**src/rtl/vme_slave_pkg.sv**
```systemverilog
package vme_slave_pkg;
  localparam int VME_AW   = 24;
  localparam int AM_W     = 6;
  localparam int CARD_AW  = 6;
  localparam int CHIP_AW  = 5;
  localparam int REG_AW   = 8;
  localparam int N_CHIP   = 1 << CHIP_AW;
  // bit positions of the address fields (byte address, A0 not carried)
  localparam int REG_LSB  = 1;
  localparam int RSV_BIT  = REG_LSB + REG_AW;
  localparam int CHIP_LSB = RSV_BIT + 1;
  localparam int CARD_LSB = CHIP_LSB + CHIP_AW;
  localparam int TOP_LSB  = CARD_LSB + CARD_AW;
  localparam int TOP_W    = VME_AW - TOP_LSB;

  typedef enum logic [2:0] {
    ST_IDLE, ST_WAKE, ST_ERR, ST_BEGIN, ST_STROBE, ST_RDWAIT, ST_ACK
  } cyc_state_e;

  typedef struct packed {
    logic              write_n;
    logic              iack_n;
    logic              lword_n;
    logic [AM_W-1:0]   am;
    logic [VME_AW-1:1] addr;
  } vme_fields_t;

  localparam int FIELDS_W = $bits(vme_fields_t);

  function automatic logic am_is_a24(input logic [AM_W-1:0] am);
    return (am == 6'h39) || (am == 6'h3A) || (am == 6'h3D) || (am == 6'h3E);
  endfunction
endpackage

```
**src/rtl/vme_sync.sv**
```systemverilog
module vme_sync #(
  parameter int           W       = 1,
  parameter int           STAGES  = 2,
  parameter logic [W-1:0] RST_VAL = '0
) (
  input  logic         clk_i,
  input  logic         rst_ni,
  input  logic [W-1:0] d_i,
  output logic [W-1:0] q_o
);
  logic [W-1:0] stg_q [STAGES];

  always_ff @(posedge clk_i or negedge rst_ni) begin
    if (!rst_ni) begin
      for (int i = 0; i < STAGES; i++) stg_q[i] <= RST_VAL;
    end else begin
      stg_q[0] <= d_i;
      for (int i = 1; i < STAGES; i++) stg_q[i] <= stg_q[i-1];
    end
  end

  assign q_o = stg_q[STAGES-1];
endmodule

```
**src/rtl/vme_addr_dec.sv**
```systemverilog
module vme_addr_dec
  import vme_slave_pkg::*;
(
  input  logic                     clk_i,
  input  logic                     rst_ni,
  input  logic                     ale_i,
  input  logic                     as_n_i,
  input  vme_fields_t              fields_i,
  input  logic [CARD_AW-1:0]       card_addr_i,
  output logic                     match_o,
  output logic [CHIP_AW-1:0]       chip_o,
  output logic [REG_AW-1:0]        reg_o,
  output logic                     write_n_o
);
  vme_fields_t lat_q;

  localparam vme_fields_t LAT_RST = '{write_n: 1'b1, iack_n: 1'b1, lword_n: 1'b1,
                                      am: '0, addr: '0};

  // capture is transparent-per-clock while enabled, frozen for the data phase
  always_ff @(posedge clk_i or negedge rst_ni) begin
    if (!rst_ni)    lat_q <= LAT_RST;
    else if (ale_i) lat_q <= fields_i;
  end

  logic top_zero, card_hit, rsv_zero;
  assign top_zero = (lat_q.addr[VME_AW-1:TOP_LSB] == '0);
  assign card_hit = (lat_q.addr[TOP_LSB-1:CARD_LSB] == card_addr_i);
  assign rsv_zero = !lat_q.addr[RSV_BIT];

  assign match_o   = !as_n_i && lat_q.iack_n && lat_q.lword_n && am_is_a24(lat_q.am)
                     && top_zero && card_hit && rsv_zero;
  assign chip_o    = lat_q.addr[CARD_LSB-1:CHIP_LSB];
  assign reg_o     = lat_q.addr[RSV_BIT-1:REG_LSB];
  assign write_n_o = lat_q.write_n;
endmodule

```
**src/rtl/vme_cs_gen.sv**
```systemverilog
module vme_cs_gen #(
  parameter int IDX_W = 5,
  parameter int N     = 1 << IDX_W
) (
  input  logic             en_i,
  input  logic [IDX_W-1:0] idx_i,
  output logic [N-1:0]     cs_no
);
  for (genvar g = 0; g < N; g++) begin : g_cs
    assign cs_no[g] = !(en_i && (idx_i == IDX_W'(g)));
  end
endmodule

```
**src/rtl/vme_cyc_fsm.sv**
```systemverilog
module vme_cyc_fsm
  import vme_slave_pkg::*;
(
  input  logic       clk_i,
  input  logic       rst_ni,
  input  logic       sysreset_n_i,
  input  logic       as_n_i,
  input  logic [1:0] ds_n_i,
  input  logic       match_i,
  input  logic       write_n_i,
  output cyc_state_e state_o,
  output logic       board_sel_o,
  output logic       ale_o,
  output logic       dir_o,
  output logic       wr_strobe_no,
  output logic       dtack_no,
  output logic       xcvr_en_no,
  output logic       err_pulse_o,
  output logic       idle_o
);
  cyc_state_e st_q, st_d;

  logic ds_both_low, all_released;
  assign ds_both_low  = (ds_n_i == 2'b00);
  assign all_released = as_n_i && (ds_n_i == 2'b11);

  always_comb begin
    st_d = st_q;
    unique case (st_q)
      ST_IDLE:   if (match_i) st_d = ST_WAKE;
      ST_WAKE: begin
        if (as_n_i)           st_d = ST_ERR;
        else if (ds_both_low) st_d = ST_BEGIN;
      end
      ST_ERR:    st_d = ST_IDLE;
      ST_BEGIN:  st_d = write_n_i ? ST_RDWAIT : ST_STROBE;
      ST_STROBE: st_d = ST_ACK;
      ST_RDWAIT: st_d = ST_ACK;
      ST_ACK:    if (all_released) st_d = ST_IDLE;
      default:   st_d = ST_IDLE;
    endcase
    if (!sysreset_n_i) st_d = ST_IDLE;
  end

  always_ff @(posedge clk_i or negedge rst_ni) begin
    if (!rst_ni) st_q <= ST_IDLE;
    else         st_q <= st_d;
  end

  logic data_phase;
  assign data_phase = (st_q == ST_BEGIN) || (st_q == ST_STROBE) ||
                      (st_q == ST_RDWAIT) || (st_q == ST_ACK);

  assign state_o      = st_q;
  assign idle_o       = (st_q == ST_IDLE);
  assign board_sel_o  = (st_q == ST_WAKE) || data_phase;
  assign ale_o        = !data_phase;
  assign dir_o        = data_phase && write_n_i;
  assign wr_strobe_no = (st_q != ST_STROBE);
  assign dtack_no     = (st_q != ST_ACK);
  assign xcvr_en_no   = !data_phase;
  assign err_pulse_o  = (st_q == ST_ERR);
endmodule

```
**src/rtl/vme_slave_seq.sv**
```systemverilog
module vme_slave_seq
  import vme_slave_pkg::*;
#(
  parameter int SYNC_STAGES = 2,
  parameter int DATA_W      = 16
) (
  input  logic                   clk_i,
  input  logic                   rst_ni,
  input  logic                   sysreset_ni,
  input  logic                   as_ni,
  input  logic [1:0]             ds_ni,
  input  logic                   write_ni,
  input  logic                   iack_ni,
  input  logic                   lword_ni,
  input  logic [AM_W-1:0]        am_i,
  input  logic [VME_AW-1:1]      addr_i,
  input  logic [CARD_AW-1:0]     card_addr_i,
  input  logic [DATA_W-1:0]      status_id_i,
  output logic [N_CHIP-1:0]      cs_no,
  output logic [REG_AW-1:0]      reg_addr_o,
  output logic                   dir_o,
  output logic                   wr_strobe_no,
  output logic                   dtack_no,
  output logic                   xcvr_en_no,
  output logic                   board_sel_o,
  output logic                   ale_o,
  output logic                   err_pulse_o,
  output logic                   idle_data_en_o,
  output logic [DATA_W-1:0]      idle_data_o
);
  localparam int CTL_W = 4;

  logic [CTL_W-1:0] ctl_s;
  vme_fields_t      fld_raw, fld_s;

  vme_sync #(.W(CTL_W), .STAGES(SYNC_STAGES), .RST_VAL({CTL_W{1'b1}})) u_sync_ctl (
    .clk_i (clk_i),
    .rst_ni(rst_ni),
    .d_i   ({sysreset_ni, as_ni, ds_ni}),
    .q_o   (ctl_s)
  );

  assign fld_raw = '{write_n: write_ni, iack_n: iack_ni, lword_n: lword_ni,
                     am: am_i, addr: addr_i};

  vme_sync #(.W(FIELDS_W), .STAGES(SYNC_STAGES),
             .RST_VAL({3'b111, {(FIELDS_W-3){1'b0}}})) u_sync_fld (
    .clk_i (clk_i),
    .rst_ni(rst_ni),
    .d_i   (fld_raw),
    .q_o   (fld_s)
  );

  logic sysreset_n_s, as_n_s;
  logic [1:0] ds_n_s;
  assign {sysreset_n_s, as_n_s, ds_n_s} = ctl_s;

  logic               match, write_n_l, idle;
  logic [CHIP_AW-1:0] chip_idx;
  logic [REG_AW-1:0]  reg_idx;
  cyc_state_e         state;

  vme_addr_dec u_dec (
    .clk_i      (clk_i),
    .rst_ni     (rst_ni),
    .ale_i      (ale_o),
    .as_n_i     (as_n_s),
    .fields_i   (fld_s),
    .card_addr_i(card_addr_i),
    .match_o    (match),
    .chip_o     (chip_idx),
    .reg_o      (reg_idx),
    .write_n_o  (write_n_l)
  );

  vme_cyc_fsm u_fsm (
    .clk_i       (clk_i),
    .rst_ni      (rst_ni),
    .sysreset_n_i(sysreset_n_s),
    .as_n_i      (as_n_s),
    .ds_n_i      (ds_n_s),
    .match_i     (match),
    .write_n_i   (write_n_l),
    .state_o     (state),
    .board_sel_o (board_sel_o),
    .ale_o       (ale_o),
    .dir_o       (dir_o),
    .wr_strobe_no(wr_strobe_no),
    .dtack_no    (dtack_no),
    .xcvr_en_no  (xcvr_en_no),
    .err_pulse_o (err_pulse_o),
    .idle_o      (idle)
  );

  vme_cs_gen #(.IDX_W(CHIP_AW), .N(N_CHIP)) u_cs (
    .en_i (board_sel_o),
    .idx_i(chip_idx),
    .cs_no(cs_no)
  );

  assign reg_addr_o     = board_sel_o ? reg_idx : '0;
  assign idle_data_en_o = idle;
  assign idle_data_o    = status_id_i;
endmodule

```
**config.mk**
```make
export PLATFORM = sky130hd
export DESIGN_NAME = vme_slave_seq
export DESIGN_NICKNAME = d
export VERILOG_FILES = /design/src/rtl/vme_slave_pkg.sv /design/src/rtl/vme_sync.sv /design/src/rtl/vme_addr_dec.sv /design/src/rtl/vme_cs_gen.sv /design/src/rtl/vme_cyc_fsm.sv /design/src/rtl/vme_slave_seq.sv
export SDC_FILE = /design/constraint.sdc
export NUM_CORES = 1
export LEC_CHECK = 0
export BUFFER_PORTS_ARGS = -buffer_cell sky130_fd_sc_hd__buf_2
export CORE_UTILIZATION = 43
export CTS_BUF_LIST = sky130_fd_sc_hd__clkbuf_2
export DETAILED_ROUTE_END_ITERATION = 16
export GPL_ROUTABILITY_DRIVEN = 0
export MAX_ROUTING_LAYER = met4
export PLACE_DENSITY = 0.7
export SKIP_CTS_REPAIR_TIMING = 1
export SYNTH_ARGS = -nofsm -noshare
export SYNTH_HDL_FRONTEND = slang
export SYNTH_SLANG_ARGS = --single-unit
export TNS_END_PERCENT = 30
```
**constraint.sdc**
```tcl
create_clock -name clk_i -period 3.65 [get_ports clk_i]
set_input_delay 0.73 -clock clk_i [delete_from_list [all_inputs] [get_ports clk_i]]
set_output_delay 0.73 -clock clk_i [all_outputs]
set_load 0.03 [all_outputs]
```
==> impl_metrics.env, run 1 <==
export IMPL_status="finished clean"
export IMPL_drive_gt1_share_pct=47.92
export IMPL_grt_max_degree=91
export IMPL_antennaDiodeCount=0
export IMPL_fmax_mhz=327.7
export IMPL_worstMarginPinSlew_ns=1.071
export IMPL_syn_area_um2=3694
export IMPL_yosysWarnings=0
export IMPL_initial_core_util_pct=44.73
export IMPL_ys_types=33
export IMPL_place_ws_ns=1.190
export IMPL_port_buffers=90
export IMPL_p_per_area_nw_per_um2=436.5
export IMPL_wl_per_cell_um=12.93
export IMPL_synth_avg_cell_area_um2=14.72
export IMPL_synth_top_cell_area_share_pct=58.94
export IMPL_gr_total_overflow=0
export IMPL_antenna_found_initial=0
export IMPL_endpoint_kind="output pin"
export IMPL_drtIter0Drc=46
export IMPL_max_cap_viol_count=0
export IMPL_htree_levels=3
export IMPL_ant_nets=0
export IMPL_dp_hpwl_um=3903
export IMPL_max_stage_delay_ns=0.68
export IMPL_slew_headroom_pct=28.62
export IMPL_clkSinkCount=104
export IMPL_synthToLayoutAreaGrowth_pct=14.57
export IMPL_period_needed_ns=3.051
export IMPL_insertion_delay_ns=0.53
export IMPL_core_area_um2=8258
export IMPL_path_class="flip-flop to output pin"
export IMPL_rsz0062_at_grt="no"
export IMPL_netlist_instances=251
export IMPL_p_total_w=0.001847
export IMPL_grt_pass1_vias=1894
export IMPL_reg2reg_slack_ns=1.76
export IMPL_worst_ep_required_time_ns=2.92
export IMPL_grt_usage_pct=13.84
export IMPL_final_common_cell="buf_2"
export IMPL_cpMaxStageDelayCell="dfrtp_1"
export IMPL_tritoncts="done"
export IMPL_synth_area_top_cells="dfrtp_1, dfstp_2, mux2_2, buf_4, nand2_1"
export IMPL_ir_worst_vdd_mv=0.3068
export IMPL_ys_seq_area_share_pct=71.04
export IMPL_clk_pin_slew_ns=0.26
export IMPL_final_net_count=391
export IMPL_die_h_um=94.68
export IMPL_startpoint_type="flip-flop"
export IMPL_hold_violations=0
export IMPL_num_rows=33
export IMPL_firstDrtPassIters=4
export IMPL_syn_num_nets=311
export IMPL_p_leak_nw=1.904
export IMPL_cp_cell_sequence="o21ai_1, buf_4, nor3b_2, nand2_1, buf_2"
export IMPL_cp_max_fo=13
export IMPL_fillCellCount=734
export IMPL_die_x_um=94.68
export IMPL_min_path_type="input port to flip-flop"
export IMPL_routed_wl_um=5703
export IMPL_via_count=2039
export IMPL_finClkSkew_ns=0.02382
export IMPL_setup_ws_ns=0.5985
export IMPL_fp_dieArea_um2=8964
export IMPL_arrival_ns=2.32
export IMPL_setup_tns_ns=0
export IMPL_root_buffer="clkbuf_2"
export IMPL_report_final_slew_viol_count=0
export IMPL_clock_path_buffers=2
export IMPL_io_pins=124
export IMPL_numCtsBuffers=9
export IMPL_yosys_area_top_type="dfrtp_1"
export IMPL_vias_per_cell=4.624
export IMPL_grt_pass1_wl_um=8914
export IMPL_final_cell_mix="buf_2, dfrtp_1, nand2_1, mux2_2, dfstp_2"
export IMPL_ys_seq_elements=104
export IMPL_fin_crit_sh_pct=83.60
export IMPL_setup_viol=0
export IMPL_drc=0
-- cell families (layout without fill, tap and decap cells) --
kind of cell / after synthesis / count (layout) / synth area share [%]
compound gates: 9 / 9 / 1.389
xor+xnor: 8 / 8 / 2.405
buf+inv: 27 / 112 / 5.555
flops: 104 / 104 / 71.04
mux: 30 / 30 / 9.146
simple gates: 73 / 73 / 10.47
-- report_power, final --
| part | internal [W] | leakage, nW | switching [W] |
|---|---|---|---|
| combinational | 0.0000374 | 0.629 | 0.0000384 |
| clock | 0.000167 | 0.0758 | 0.000363 |
| sequential | 0.00122 | 1.20 | 0.0000229 |
-- metal layers --
metal | track usage (%) | part of all wire (%) | routed length, µm | vias up
met5 | - | 0 | 0 | -
met4 | 7.702 | 2.7 | 155 | 0
met3 | 3.462 | 7.1 | 404 | 24
met2 | 22.18 | 47 | 2669 | 85
met1 | 15.91 | 43 | 2474 | 964
li1 | - | - | - | 966
-- final timing paths --
path,startpoint,to,depth (start not counted)
setup / recovery,u_fsm.state_o[2],cs_no[2],5
hold / removal,iack_ni,u_sync_fld.stg_q[62],1
setup reg to reg,u_fsm.state_o[0],u_dec.lat_q[15],4
hold reg to reg,u_sync_fld.stg_q[42],u_sync_fld.q_o[10],0
max in group asynchronous,rst_ni,u_sync_fld.stg_q[37],2
min in group asynchronous,rst_ni,u_sync_fld.stg_q[58],1
-- flip-flops by register name, indices dropped and copies added (netlist names) --
signal / cells
u_dec.reg_o: 8
u_sync_fld.stg_q: 31
u_fsm.state_o: 3
u_sync_ctl.q_o: 4
u_dec.write_n_o: 1
u_dec.lat_q: 17
u_sync_fld.q_o: 31
u_dec.chip_o: 5
u_sync_ctl.stg_q: 4
-- critical path: cells and delay by family, from the launching register on --
kind	cells	cell delay, ns
AOI/OAI and AO/OA	1	0.15
DFF	1	0.68
buffers and inverters	2	0.41
and+or+nand+nor	2	0.55
-- Yosys cell counts --
cell      number
nor3_1         4
nor2_1         4
xor2_4         1
mux2_2        29
buf_6          4
xnor2_1        1
a21o_1         1
nor2b_1        7
and2b_1        3
dfrtp_1       87
and3b_2        1
nand4_1        1
nor4_1         2
or4b_1         1
nor3b_2        2
buf_2          2
dfstp_2       17
or3b_2         1
inv_1          1
buf_4         19
nand2_1       36
nand3b_1       1
a31oi_1        1
o21bai_1       1
nor3b_1        4
a21oi_1        4
nand3_1        2
and3b_1        2
and3_1         2
buf_1          1
xor2_1         6
mux2_1         1
o21ai_0        2
-- per-stage QoR --
| stage | std cells | area [µm²] | utilization [%] | hold WS [ns] |
|---|---|---|---|---|
| after CTS | 441 | 4232 | 51.24 | 0.1850 |
| final | 441 | 4232 | 51.24 | 0.2517 |
| after floorplan | 251 | 3694 | - | 0.3312 |
| after global placement | 425 | 4114 | 49.82 | 0.3323 |
| after global routing | 441 | 4232 | 51.24 | 0.1691 |
| after detailed placement | 425 | 4114 | 49.82 | 0.3347 |
-- final cells by class --
type	count	area, µm²	area share (%)
well taps	105	131.4	3.105
inverters	1	3.754	0.08870
multi-input cells	120	864.6	20.43
clock buffers	10	50.05	1.183
repair buffers	95	490.5	11.59
flip-flops and latches	104	2624	62.00
clock inverters	6	67.56	1.597
(Power assumes the default switching activity.)
==> inputs of run 2 (changes only) <==
- clock period: 3.65 -> 3.1 ns (I/O delays scaled with it)
==> run 2 against run 1 <==
Via count fell by 0.15%. Clock power rose by 1%. Wire length fell by 2.5%. Clock-buffer cell count rose by 1. Combinational power rose by 21%. Non-clock buffer count did not move. Sequential power rose by 18%. Critical path depth rose by 1. Cell area rose by 0.15%. Sequential cell count did not move. First-iteration DRC count rose by 22%. Sequential share of layout area fell by 0.062 points. Largest cell class unchanged. Largest power group unchanged.
==> impl_metrics.env, run 2 (same netlist as run 1, synthesis figures left out) <==
export IMPL_instances_no_fill=441
export IMPL_period_needed_ns=2.817
export IMPL_ant_nets=0
export IMPL_p_per_area_nw_per_um2=493.0
export IMPL_power_frac_seq_pct=69.9
export IMPL_drive_gt1_share_pct=48.51
export IMPL_p_sw_w=0.0004905
export IMPL_antennaDiodeCount=0
export IMPL_wl_per_cell_um=12.61
export IMPL_max_cap_viol_count=0
export IMPL_final_net_count=391
export IMPL_ir_worst_vdd_mv=0.3314
export IMPL_grt_pass1_wl_um=9039
export IMPL_clkSinkCount=104
export IMPL_routed_wl_um=5561
export IMPL_fp_dieArea_um2=8964
export IMPL_design_area_um2=4238
export IMPL_clkPwrFrac_pct=25.7
export IMPL_die_h_um=94.68
export IMPL_cpMaxStageDelayCell="dfrtp_2"
export IMPL_r2r_end="u_fsm.state_o[0]"
export IMPL_core_area_um2=8258
export IMPL_setup_ws_ns=0.2829
export IMPL_port_buffers=90
export IMPL_die_x_um=94.68
export IMPL_place_ws_ns=0.6418
export IMPL_worstMarginPinSlew_ns=0.6503
export IMPL_clk_pin_slew_ns=0.26
export IMPL_firstDrtPassIters=3
export IMPL_reg2reg_slack_ns=1.40
export IMPL_io_pins=124
export IMPL_final_common_cell="buf_2"
export IMPL_max_stage_delay_ns=0.56
export IMPL_fillCellCount=735
export IMPL_p_leak_nw=1.898
export IMPL_dp_cells=425
export IMPL_grt_pass1_vias=1896
export IMPL_final_cell_mix="buf_2, dfrtp_1, nand2_1, mux2_2, dfstp_2"
export IMPL_comb_power_share_pct=4.4
export IMPL_grt_max_degree=55
export IMPL_rsz0062_at_grt="no"
export IMPL_fin_crit_sh_pct=90.87
export IMPL_dp_hpwl_um=4039
export IMPL_grt_usage_pct=13.99
export IMPL_drtIter0Drc=56
export IMPL_synthToLayoutAreaGrowth_pct=14.74
export IMPL_startpoint_type="flip-flop"
export IMPL_slew_headroom_pct=56.65
export IMPL_fmax_mhz=355.0
export IMPL_finClkSkew_ns=0.02059
export IMPL_tritoncts="done"
export IMPL_root_buffer="clkbuf_2"
export IMPL_p_sw_share_pct=23.48
export IMPL_power_internal_w=0.001599
export IMPL_num_rows=33
export IMPL_rr_startpoint="u_dec.lat_q[20]"
export IMPL_report_final_slew_viol_count=0
export IMPL_htree_levels=3
export IMPL_rr_worst_depth=4
export IMPL_p_total_w=0.002089
export IMPL_insertion_delay_ns=0.53
export IMPL_whs_ns=0.06213
export IMPL_status="finished clean"
export IMPL_clock_path_buffers=2
export IMPL_drc=0
export IMPL_endpoint_kind="output pin"
export IMPL_via_count=2036
export IMPL_gr_total_overflow=0
export IMPL_numCtsBuffers=9
export IMPL_setup_viol=0
export IMPL_vias_per_cell=4.617
export IMPL_path_class="flip-flop to output pin"
export IMPL_min_path_type="input port to async pin"
export IMPL_worst_ep_required_time_ns=2.48
export IMPL_arrival_ns=2.20
export IMPL_cp_max_fo=11
export IMPL_hold_violations=0
export IMPL_antenna_found_initial=0
export IMPL_initial_core_util_pct=44.73
export IMPL_cp_cell_sequence="nand3_1, o21ai_1, buf_4, nor3b_4, nand2_1, buf_2"
export IMPL_place_area_um2=4126
## run 2: cell type report
cell class | instances | area [µm²] | share of cell area (%)
clock buffers | 11 | 55.05 | 1.299
clock inverters | 5 | 42.54 | 1.004
inverters | 1 | 3.754 | 0.08857
multi-input cells | 120 | 877.1 | 20.70
flip-flops and latches | 104 | 2625 | 61.94
well taps | 105 | 131.4 | 3.100
repair buffers | 95 | 503.0 | 11.87
## run 2: layer usage
layer | share of wire [%] | vias up | global-route usage [%]
met5 | 0 | - | -
met4 | 2.4 | 0 | 7.323
met3 | 7.8 | 23 | 3.382
met2 | 47 | 85 | 22.48
met1 | 43 | 964 | 16.30
li1 | - | 964 | -
## run 2: power by group through the flow
| stage | sequential, W | combinational (W) | clock, W |
|---|---|---|---|
| floorplan | 0.00147 | 0.0000737 | 0 |
| global placement | 0.00148 | 0.0000919 | 0 |
| detailed placement | 0.00148 | 0.0000950 | 0 |
| CTS | 0.00146 | 0.0000949 | 0.000568 |
| global route | 0.00147 | 0.000105 | 0.000623 |
| finish | 0.00146 | 0.0000916 | 0.000537 |
## run 2: stage by stage
| stage | util [%] | TNS, ns |
|---|---|---|
| after floorplan | - | 0 |
| after global placement | 49.97 | 0 |
| after detailed placement | 49.97 | 0 |
| after CTS | 51.15 | -0.06224 |
| after global routing | 51.32 | 0 |
| final | 51.32 | 0 |
## run 2: critical path: cells and delay by family, from the launching register on
| kind | cells | cell delay [ns] |
|---|---|---|
| buf+inv | 2 | 0.42 |
| flops | 1 | 0.56 |
| simple gates | 3 | 0.55 |
| compound gates | 1 | 0.13 |
## run 2: how the worst max path moves through the flow
| stage | start | end | slack [ns] | cells past startpoint |
|---|---|---|---|---|
| 5_1_grt | u_fsm.state_o[0] | cs_no[2] | 0.07 | 6 |
| 2_1_floorplan | u_fsm.state_o[0] | cs_no[12] | 0.94 | 5 |
| 6_report | u_fsm.state_o[2] | cs_no[2] | 0.28 | 6 |
| 3_5_place_dp | u_fsm.state_o[2] | cs_no[2] | 0.64 | 5 |
| 3_3_place_gp | u_fsm.state_o[2] | cs_no[2] | 0.68 | 5 |
| 4_1_cts | u_fsm.state_o[2] | cs_no[2] | -0.04 | 5 |
==> inputs of run 3 (changes only) <==
- clock period: 3.1 -> 2.9 ns (I/O delays scaled with it)
==> run 3 against run 2 <==
Combinational power is 10% higher. Largest power group unchanged. Core utilization is 0.83 points higher. Critical path type unchanged. Sequential power is 7% higher. Hold slack better by 0.037 ns. Clock-buffer cell count stayed put.
==> impl_metrics.env, run 3 (same netlist as run 1, synthesis figures left out) <==
export IMPL_insertion_delay_ns=0.55
export IMPL_report_final_slew_viol_count=0
export IMPL_fmax_mhz=376.1
export IMPL_grt_pass1_vias=1906
export IMPL_final_common_cell="buf_2"
export IMPL_p_leak_nw=1.933
export IMPL_final_cell_mix="buf_2, dfrtp_1, nand2_1, mux2_2, dfstp_2"
export IMPL_whs_ns=0.09866
export IMPL_cp_cell_sequence="nand2_1, xor2_4, buf_4, buf_2"
export IMPL_clk_pin_slew_ns=0.25
export IMPL_fp_dieArea_um2=8964
export IMPL_status="finished clean"
export IMPL_die_x_um=94.68
export IMPL_gr_total_overflow=0
export IMPL_p_per_area_nw_per_um2=556.2
export IMPL_slew_headroom_pct=58.35
export IMPL_clock_path_buffers=2
export IMPL_die_h_um=94.68
export IMPL_dp_hpwl_um=3988
export IMPL_core_area_um2=8258
export IMPL_grt_pass1_wl_um=8935
export IMPL_clkSinkCount=104
export IMPL_root_buffer="clkbuf_2"
export IMPL_startpoint_type="flip-flop"
export IMPL_cpMaxStageDelayCell="dfrtp_1"
export IMPL_arrival_ns=2.08
export IMPL_firstDrtPassIters=4
export IMPL_reg2reg_slack_ns=1.13
export IMPL_vias_per_cell=4.664
export IMPL_cp_max_fo=20
export IMPL_via_count=2066
export IMPL_final_net_count=393
export IMPL_ir_worst_vdd_mv=0.2894
export IMPL_finClkSkew_ns=0.04580
export IMPL_place_area_um2=4126
export IMPL_rsz0062_at_grt="yes"
export IMPL_max_stage_delay_ns=0.61
export IMPL_worstMarginPinSlew_ns=0.6247
export IMPL_wl_per_cell_um=12.83
export IMPL_antenna_found_initial=0
export IMPL_tritoncts="done"
export IMPL_min_path_type="input port to flip-flop"
export IMPL_drtIter0Drc=38
export IMPL_num_rows=33
export IMPL_design_area_um2=4307
export IMPL_numCtsBuffers=9
export IMPL_setup_tns_ns=0
export IMPL_period_needed_ns=2.659
export IMPL_critPathBufInv=2
export IMPL_drive_gt1_share_pct=48.22
export IMPL_port_buffers=90
export IMPL_antennaDiodeCount=0
export IMPL_hold_violations=0
export IMPL_drc=0
export IMPL_io_pins=124
export IMPL_endpoint_kind="output pin"
export IMPL_place_ws_ns=0.5687
export IMPL_worst_ep_required_time_ns=2.32
export IMPL_htree_levels=3
export IMPL_path_class="flip-flop to output pin"
export IMPL_setup_ws_ns=0.2411
export IMPL_grt_max_degree=55
export IMPL_grt_usage_pct=14.05
export IMPL_fin_crit_sh_pct=91.69
export IMPL_setup_viol=0
export IMPL_ant_nets=0
export IMPL_path_delay_family="flip-flops"
export IMPL_synthToLayoutAreaGrowth_pct=16.60
export IMPL_initial_core_util_pct=44.73
export IMPL_max_cap_viol_count=0
export IMPL_routed_wl_um=5685
-- run 3: power by group --
group          total, W  switching [W]  leakage, nW  internal (W)
clock network  0.000733       0.000441       0.0802      0.000292
registers       0.00156      0.0000286         1.20       0.00153
logic          0.000101      0.0000495        0.655     0.0000513
total           0.00240       0.000519         1.93       0.00188
-- run 3: cell type report --
class	count	area [µm²]
well taps	105	131.4
flip-flops and latches	104	2625
clock buffers	11	55.05
clock inverters	5	80.08
multi-input cells	120	888.4
fillers	739	3951
repair buffers	97	523.0
inverters	1	3.754
-- run 3: worst paths after layout --
kind                                  endpoint  depth (start not counted)            startpoint
max reg2reg                     u_dec.lat_q[8]                          4      u_fsm.state_o[0]
min                        u_sync_ctl.stg_q[5]                          1              ds_ni[1]
max in group asynchronous   u_sync_fld.q_o[31]                          3                rst_ni
max                                      ale_o                          4      u_fsm.state_o[0]
min in group asynchronous   u_sync_fld.q_o[28]                          2                rst_ni
min reg2reg                 u_sync_fld.q_o[11]                          0  u_sync_fld.stg_q[43]
-- run 3: through the flow --
| step | power [W] | instances | utilization [%] |
|---|---|---|---|
| 6_report | 0.002395 | 443 | 52.15 |
| 5_1_grt | 0.002508 | 443 | 52.15 |
| 4_1_cts | 0.002431 | 441 | 51.61 |
| 3_5_place_dp | 0.001689 | 425 | 49.97 |
| 3_3_place_gp | 0.001682 | 425 | 49.97 |
| 2_1_floorplan | 0.001655 | 251 | - |
-- run 3: layer usage --
| metal | wire, µm | share of wire [%] | track usage [%] |
|---|---|---|---|
| met5 | 0 | 0 | - |
| met2 | 2655 | 47 | 22.54 |
| met3 | 468 | 8.2 | 5.475 |
| met4 | 89 | 1.6 | 5.808 |
| met1 | 2472 | 43 | 15.68 |
